--- src/rtl/flash_cmd_decoder.sv ---
module flash_cmd_decoder #(
  parameter int AW = 12,
  parameter int DW = 16,
  parameter logic [15:0] MFR_ID = 16'h0020,
  parameter logic [15:0] DEV_ID = 16'h22ED
) (
  input  logic          clk,
  input  logic          rst_n,
  input  logic          bus_we,
  input  logic [AW-1:0] bus_addr,
  input  logic [DW-1:0] bus_wdata,
  input  logic [DW-1:0] array_rdata,
  input  logic          eng_busy,
  input  logic          eng_err,
  input  logic [DW-1:0] eng_status,
  output logic [DW-1:0] rd_data,
  output logic          erase_start
);

  typedef enum logic [2:0] {M_READ, M_ID, M_QUERY, M_ERASE, M_ERR} mode_t;
  typedef enum logic [2:0] {S_IDLE, S_U1, S_U2, S_E3, S_E4, S_E5} seq_t;

  mode_t mode, mode_n;
  seq_t  seq, seq_n;
  logic  q_from_id, q_from_id_n, start_n;

  wire at_555   = bus_addr == AW'(12'h555);
  wire at_2aa   = bus_addr == AW'(12'h2AA);
  wire is_reset = bus_we && bus_wdata == DW'(8'hF0);
  wire is_query = bus_we && bus_wdata == DW'(8'h98) && bus_addr == AW'(8'h55);

  function automatic logic match(input logic a, input logic [DW-1:0] d, input logic [7:0] c);
    return a && d == DW'(c);
  endfunction

  function automatic logic [DW-1:0] qrom(input logic [5:0] i);
    case (i)
      6'h10:   return DW'(8'h51);
      6'h11:   return DW'(8'h52);
      6'h12:   return DW'(8'h59);
      default: return DW'({2'b00, i} ^ 8'hA5);
    endcase
  endfunction

  always_comb begin
    mode_n = mode;
    seq_n = seq;
    q_from_id_n = q_from_id;
    start_n = 1'b0;
    case (mode)
      M_READ, M_ID: if (bus_we) begin
        seq_n = S_IDLE;
        if (is_reset) mode_n = M_READ;
        else if (is_query) begin
          mode_n = M_QUERY;
          q_from_id_n = (mode == M_ID);
        end else case (seq)
          S_IDLE: if (match(at_555, bus_wdata, 8'hAA)) seq_n = S_U1;
          S_U1:   if (match(at_2aa, bus_wdata, 8'h55)) seq_n = S_U2;
          S_U2:   if (match(at_555, bus_wdata, 8'h90)) mode_n = M_ID;
                  else if (match(at_555, bus_wdata, 8'h80)) seq_n = S_E3;
          S_E3:   if (match(at_555, bus_wdata, 8'hAA)) seq_n = S_E4;
          S_E4:   if (match(at_2aa, bus_wdata, 8'h55)) seq_n = S_E5;
          S_E5:   if (match(at_555, bus_wdata, 8'h10)) begin
                    mode_n = M_ERASE;
                    start_n = 1'b1;
                  end
          default: seq_n = S_IDLE;
        endcase
      end
      M_QUERY: if (is_reset) mode_n = q_from_id ? M_ID : M_READ;
      M_ERASE: if (!erase_start && !eng_busy) mode_n = eng_err ? M_ERR : M_READ;
      M_ERR:   if (is_reset) mode_n = M_READ;
      default: mode_n = M_READ;
    endcase
  end

  always_ff @(posedge clk) begin
    if (!rst_n) begin
      mode <= M_READ;
      seq <= S_IDLE;
      q_from_id <= 1'b0;
      erase_start <= 1'b0;
    end else begin
      mode <= mode_n;
      seq <= seq_n;
      q_from_id <= q_from_id_n;
      erase_start <= start_n;
    end
  end

  always_comb begin
    case (mode)
      M_ID:           rd_data = bus_addr[5:0] == 6'd0 ? DW'(MFR_ID) :
                                bus_addr[5:0] == 6'd1 ? DW'(DEV_ID) : '0;
      M_QUERY:        rd_data = qrom(bus_addr[5:0]);
      M_ERASE, M_ERR: rd_data = eng_status;
      default:        rd_data = array_rdata;
    endcase
  end

  assert_start_single_R8: assert property (@(posedge clk) disable iff (!rst_n)
    erase_start |=> !erase_start);

  assert_start_enters_erase_R8: assert property (@(posedge clk) disable iff (!rst_n)
    $rose(erase_start) |-> (mode == M_ERASE && $past(mode) != M_ERASE));

  assert_erase_locked_R9: assert property (@(posedge clk) disable iff (!rst_n)
    (mode == M_ERASE && eng_busy) |=> (mode == M_ERASE && !erase_start));

  assert_err_holds_R11: assert property (@(posedge clk) disable iff (!rst_n)
    (mode == M_ERR && !is_reset) |=> mode == M_ERR);

  assert_query_unwind_R5: assert property (@(posedge clk) disable iff (!rst_n)
    (mode == M_QUERY && q_from_id && is_reset) |=> mode == M_ID);

  assert_query_ignores_R3: assert property (@(posedge clk) disable iff (!rst_n)
    (mode == M_QUERY && !is_reset) |=> (mode == M_QUERY && $stable(q_from_id)));

endmodule

--- config.mk ---
export PLATFORM = sky130hd
export DESIGN_NAME = flash_cmd_decoder
export DESIGN_NICKNAME = d
export VERILOG_FILES = /design/src/rtl/flash_cmd_decoder.sv
export SDC_FILE = /design/constraint.sdc
export NUM_CORES = 1
export LEC_CHECK = 0
export ABC_CLOCK_PERIOD_IN_PS = 2350
export BUFFER_PORTS_ARGS = -buffer_cell sky130_fd_sc_hd__buf_2
export CAP_MARGIN = 20
export CORE_MARGIN = 2
export CORE_UTILIZATION = 41
export CTS_CLUSTER_SIZE = 10
export DETAILED_ROUTE_END_ITERATION = 10
export GPL_TIMING_DRIVEN = 0
export PLACE_DENSITY_LB_ADDON = 0.3
export SYNTH_ARGS = -nofsm -noshare
export SYNTH_HDL_FRONTEND = slang
export SYNTH_SLANG_ARGS = --single-unit
--- constraint.sdc ---
create_clock -name clk -period 2.35 [get_ports clk]
set_clock_uncertainty 0.1 [all_clocks]
set_input_delay 0.235 -clock clk [delete_from_list [all_inputs] [get_ports clk]]
set_output_delay 0.235 -clock clk [all_outputs]
set_load 0.1 [all_outputs]
==> impl_metrics.toml <==
[floorplan]
core_sq_um = 2734
die_width_um = 57.30
dieArea_sq_um = 3283
start_util_pct = 42.61
rows = 19
boundaryPins = 82
fp.dieH_um = 57.30

[final_layout]
final_common_cell = "buf_2"
area_delta_synth_final_pct = 49.95
fin_nets = 317
final_cell_mix = "68 x buf_2, 17 x nand2_1, 16 x nor2_1, 13 x a21oi_1, 10 x buf_4"
fin_util_pct = 63.89
drive_above_1_share_pct = 44.40
num-fill-cells = 268
antenna_cells = 0
layoutNonFillerInstCount = 281

[sta]
fin_crit_ps = 2182
hold_viol_final = 0
worst_slew_pin_slew_ps = 527.5
fmax_ghz = 0.4583
slew-limit-headroom_pct = 64.83
fin_crit_sh_pct = 92.85
setup_viol = 0
maxSlewViolCount = 0
hold_slack_ps = 162.0
fin_ws_ps = 168.0
rsz0062_at_grt = "no"

[power]
p_per_area_nw_per_um2 = 282.0
ir_drop_v = 0.0003643
finalPower_uw = 492.6
leakagePower_nw = 0.7096

[clocking]
cts_hold_buf = 0
worst_skew_pair.late_latency_ps = 250
root_buffer = "clkbuf_4"
cts.sinks = 8
cts_buffer_depth = 2
clk_pin_slew_ps = 50
cts_tree = "done"
cts_buffers = 3
htree_levels = 1

[place]
post-place-ws_ps = -97.39
port_buffers = 81
hpwl_mm = 3.130
placed_cells = 279
gp_congestion = 0.8737

[synthesis]
avgSynthCellArea_sq_um = 6.975
synth_cells = 167
synth_edf_count = 0
synthesis.nets = 232
ys_seq_area_share_pct = 13.75
synthFlopType = "dfxtp_1"
async_reset_ff_share_pct = 0
yosys_warnings = 0
syn-cell-area_sq_um = 1165
synth.distinct_cells = 47
synth_seq_cells = 8

[setup_path]
worstPathRequired_ps = 2020
worst_path_largest_cell_delay_ps = 360
end_kind = "output pin"
critical_path_class = "reg -> out"
startpoint_type = "register"
crit_path_frequent_cell = "a21oi_1"
worstPathCellList = "clkbuf_8 > inv_2 > a21oi_1 > o21bai_1 > nand2_1 > a21oi_1 > buf_4"
slowest_stage = "dfxtp_1"
cp.arrival_ps = 1850
critical_path.max_fanout = 10

[drt]
drtAntennaViolNets = 0
totalWireLength_mm = 3.868
drt-initial-drc-count = 81
vias = 1653
drc = 0
drt_pass1_iterations = 4
via_per_inst = 5.883
wl_per_cell_um = 13.77

[global_routing]
busiest_layer = "met2"
grt_pass1_wl_mm = 6.285
grt_antenna_before_repair = 0
grt_use_total_pct = 23.27
grtUsageMet2_pct = 42.20
grtUsageMet3_pct = 3.401
grt_use_met1_pct = 30.75
grt_overflow = 0
grt_pass1_vias = 1462
grt_max_degree = 11

[status]
status = "finished clean"

[job]
cap_violations = 0

[min_path]
hp-class = "in -> reg"
layout make-up:
class                      instances  area [sq um]  area share, %
timing repair buffer              81         455.4          26.07
inverter                           4         15.01         0.8596
clock buffer                       3         22.52          1.289
buffer                             6         45.04          2.579
tap                               31         38.79          2.221
sequential                         8         161.4          9.241
multi-input combinational        148          1008          57.74
metrics by stage:
step | TNS [ps] | area, sq um
6_report | 0 | 1747
3_5_place_dp | -412.5 | 1657
5_1_grt | 0 | 1747
3_3_place_gp | -381.9 | 1657
2_1_floorplan | -1963 | 1212
4_1_cts | 0 | 1723
worst max-delay path, delay by kind of cell, from the launching register on:
family	cells	cell delay [ps]
buffers and inverters	3	570
AO/OA/AOI/OAI	3	430
flip-flops	1	360
AND/OR/NAND/NOR	1	220
flip-flops by register name, indices dropped and copies added, names as in the netlist:
signal       count
erase_start      1
mode             3
q_from_id        1
seq              3
final timing paths:
kind / startpoint / slack, ps / endpoint / cells past startpoint
setup / recovery: mode[0]$_SDFFE_PN0P_ / 170 / rd_data[6] / 7
hold / removal: eng_err / 160 / mode[2]$_SDFFE_PN0P_ / 3
setup reg to reg: mode[2]$_SDFFE_PN0P_ / 450 / seq[0]$_SDFFE_PN0P_ / 4
hold reg to reg: seq[2]$_SDFFE_PN0P_ / 460 / seq[2]$_SDFFE_PN0P_ / 2
layer usage:
metal	vias to the layer above	wire length, um
met2	64	1954
met3	0	233
li1	836	-
met5	-	0
met1	753	1680
met4	0	0
Yosys cell counts (2+ instances only):
| cell | count | area, sq um |
|---|---|---|
| a21oi_1 | 16 | 80.08 |
| nor2_1 | 17 | 63.81 |
| nand3_1 | 5 | 25.02 |
| nor2b_1 | 7 | 43.79 |
| or3_1 | 3 | 18.77 |
| a22oi_1 | 3 | 22.52 |
| a22o_1 | 6 | 52.55 |
| nand4b_1 | 4 | 35.03 |
| nor4bb_1 | 4 | 40.04 |
| a32oi_1 | 2 | 17.52 |
| mux2i_1 | 2 | 20.02 |
| dfxtp_1 | 8 | 160.2 |
| nor4_1 | 6 | 37.54 |
| nand3_2 | 2 | 20.02 |
| nand4_1 | 4 | 25.02 |
| o21ai_0 | 9 | 45.04 |
| nand2_1 | 17 | 63.81 |
| o21bai_1 | 2 | 15.01 |
| nor3b_1 | 2 | 15.01 |
| nor3_1 | 4 | 20.02 |
| clkbuf_1 | 5 | 18.77 |
| o2111ai_1 | 3 | 26.28 |
| a31oi_1 | 5 | 31.28 |
| nor4b_1 | 4 | 35.03 |
| and2_1 | 2 | 12.51 |
| inv_1 | 4 | 15.01 |
power by group:
| group | switching [mW] | total [mW] | internal [mW] |
|---|---|---|---|
| Clock | 0.0448 | 0.103 | 0.0583 |
| Sequential | 0.000000249 | 0.136 | 0.136 |
| Combinational | 0.171 | 0.254 | 0.0833 |
kinds of logic (layout without fill, tap and decap cells):
family	Yosys count	in the layout	synth area share [%]
and+or+nand+nor	92	92	49.84
AOI/OAI and AO/OA	54	54	31.04
buffers and inverters	11	94	3.651
DFF	8	8	13.75
muxes	2	2	1.719
repair_timing:
item,4_1_cts,5_1_grt
gates resized for setup,17,14
setup buffers,0,0
gates cloned,0,0
endpoints found under the setup margin,15,14
No activity file was read; power rests on OpenSTA's default activity.
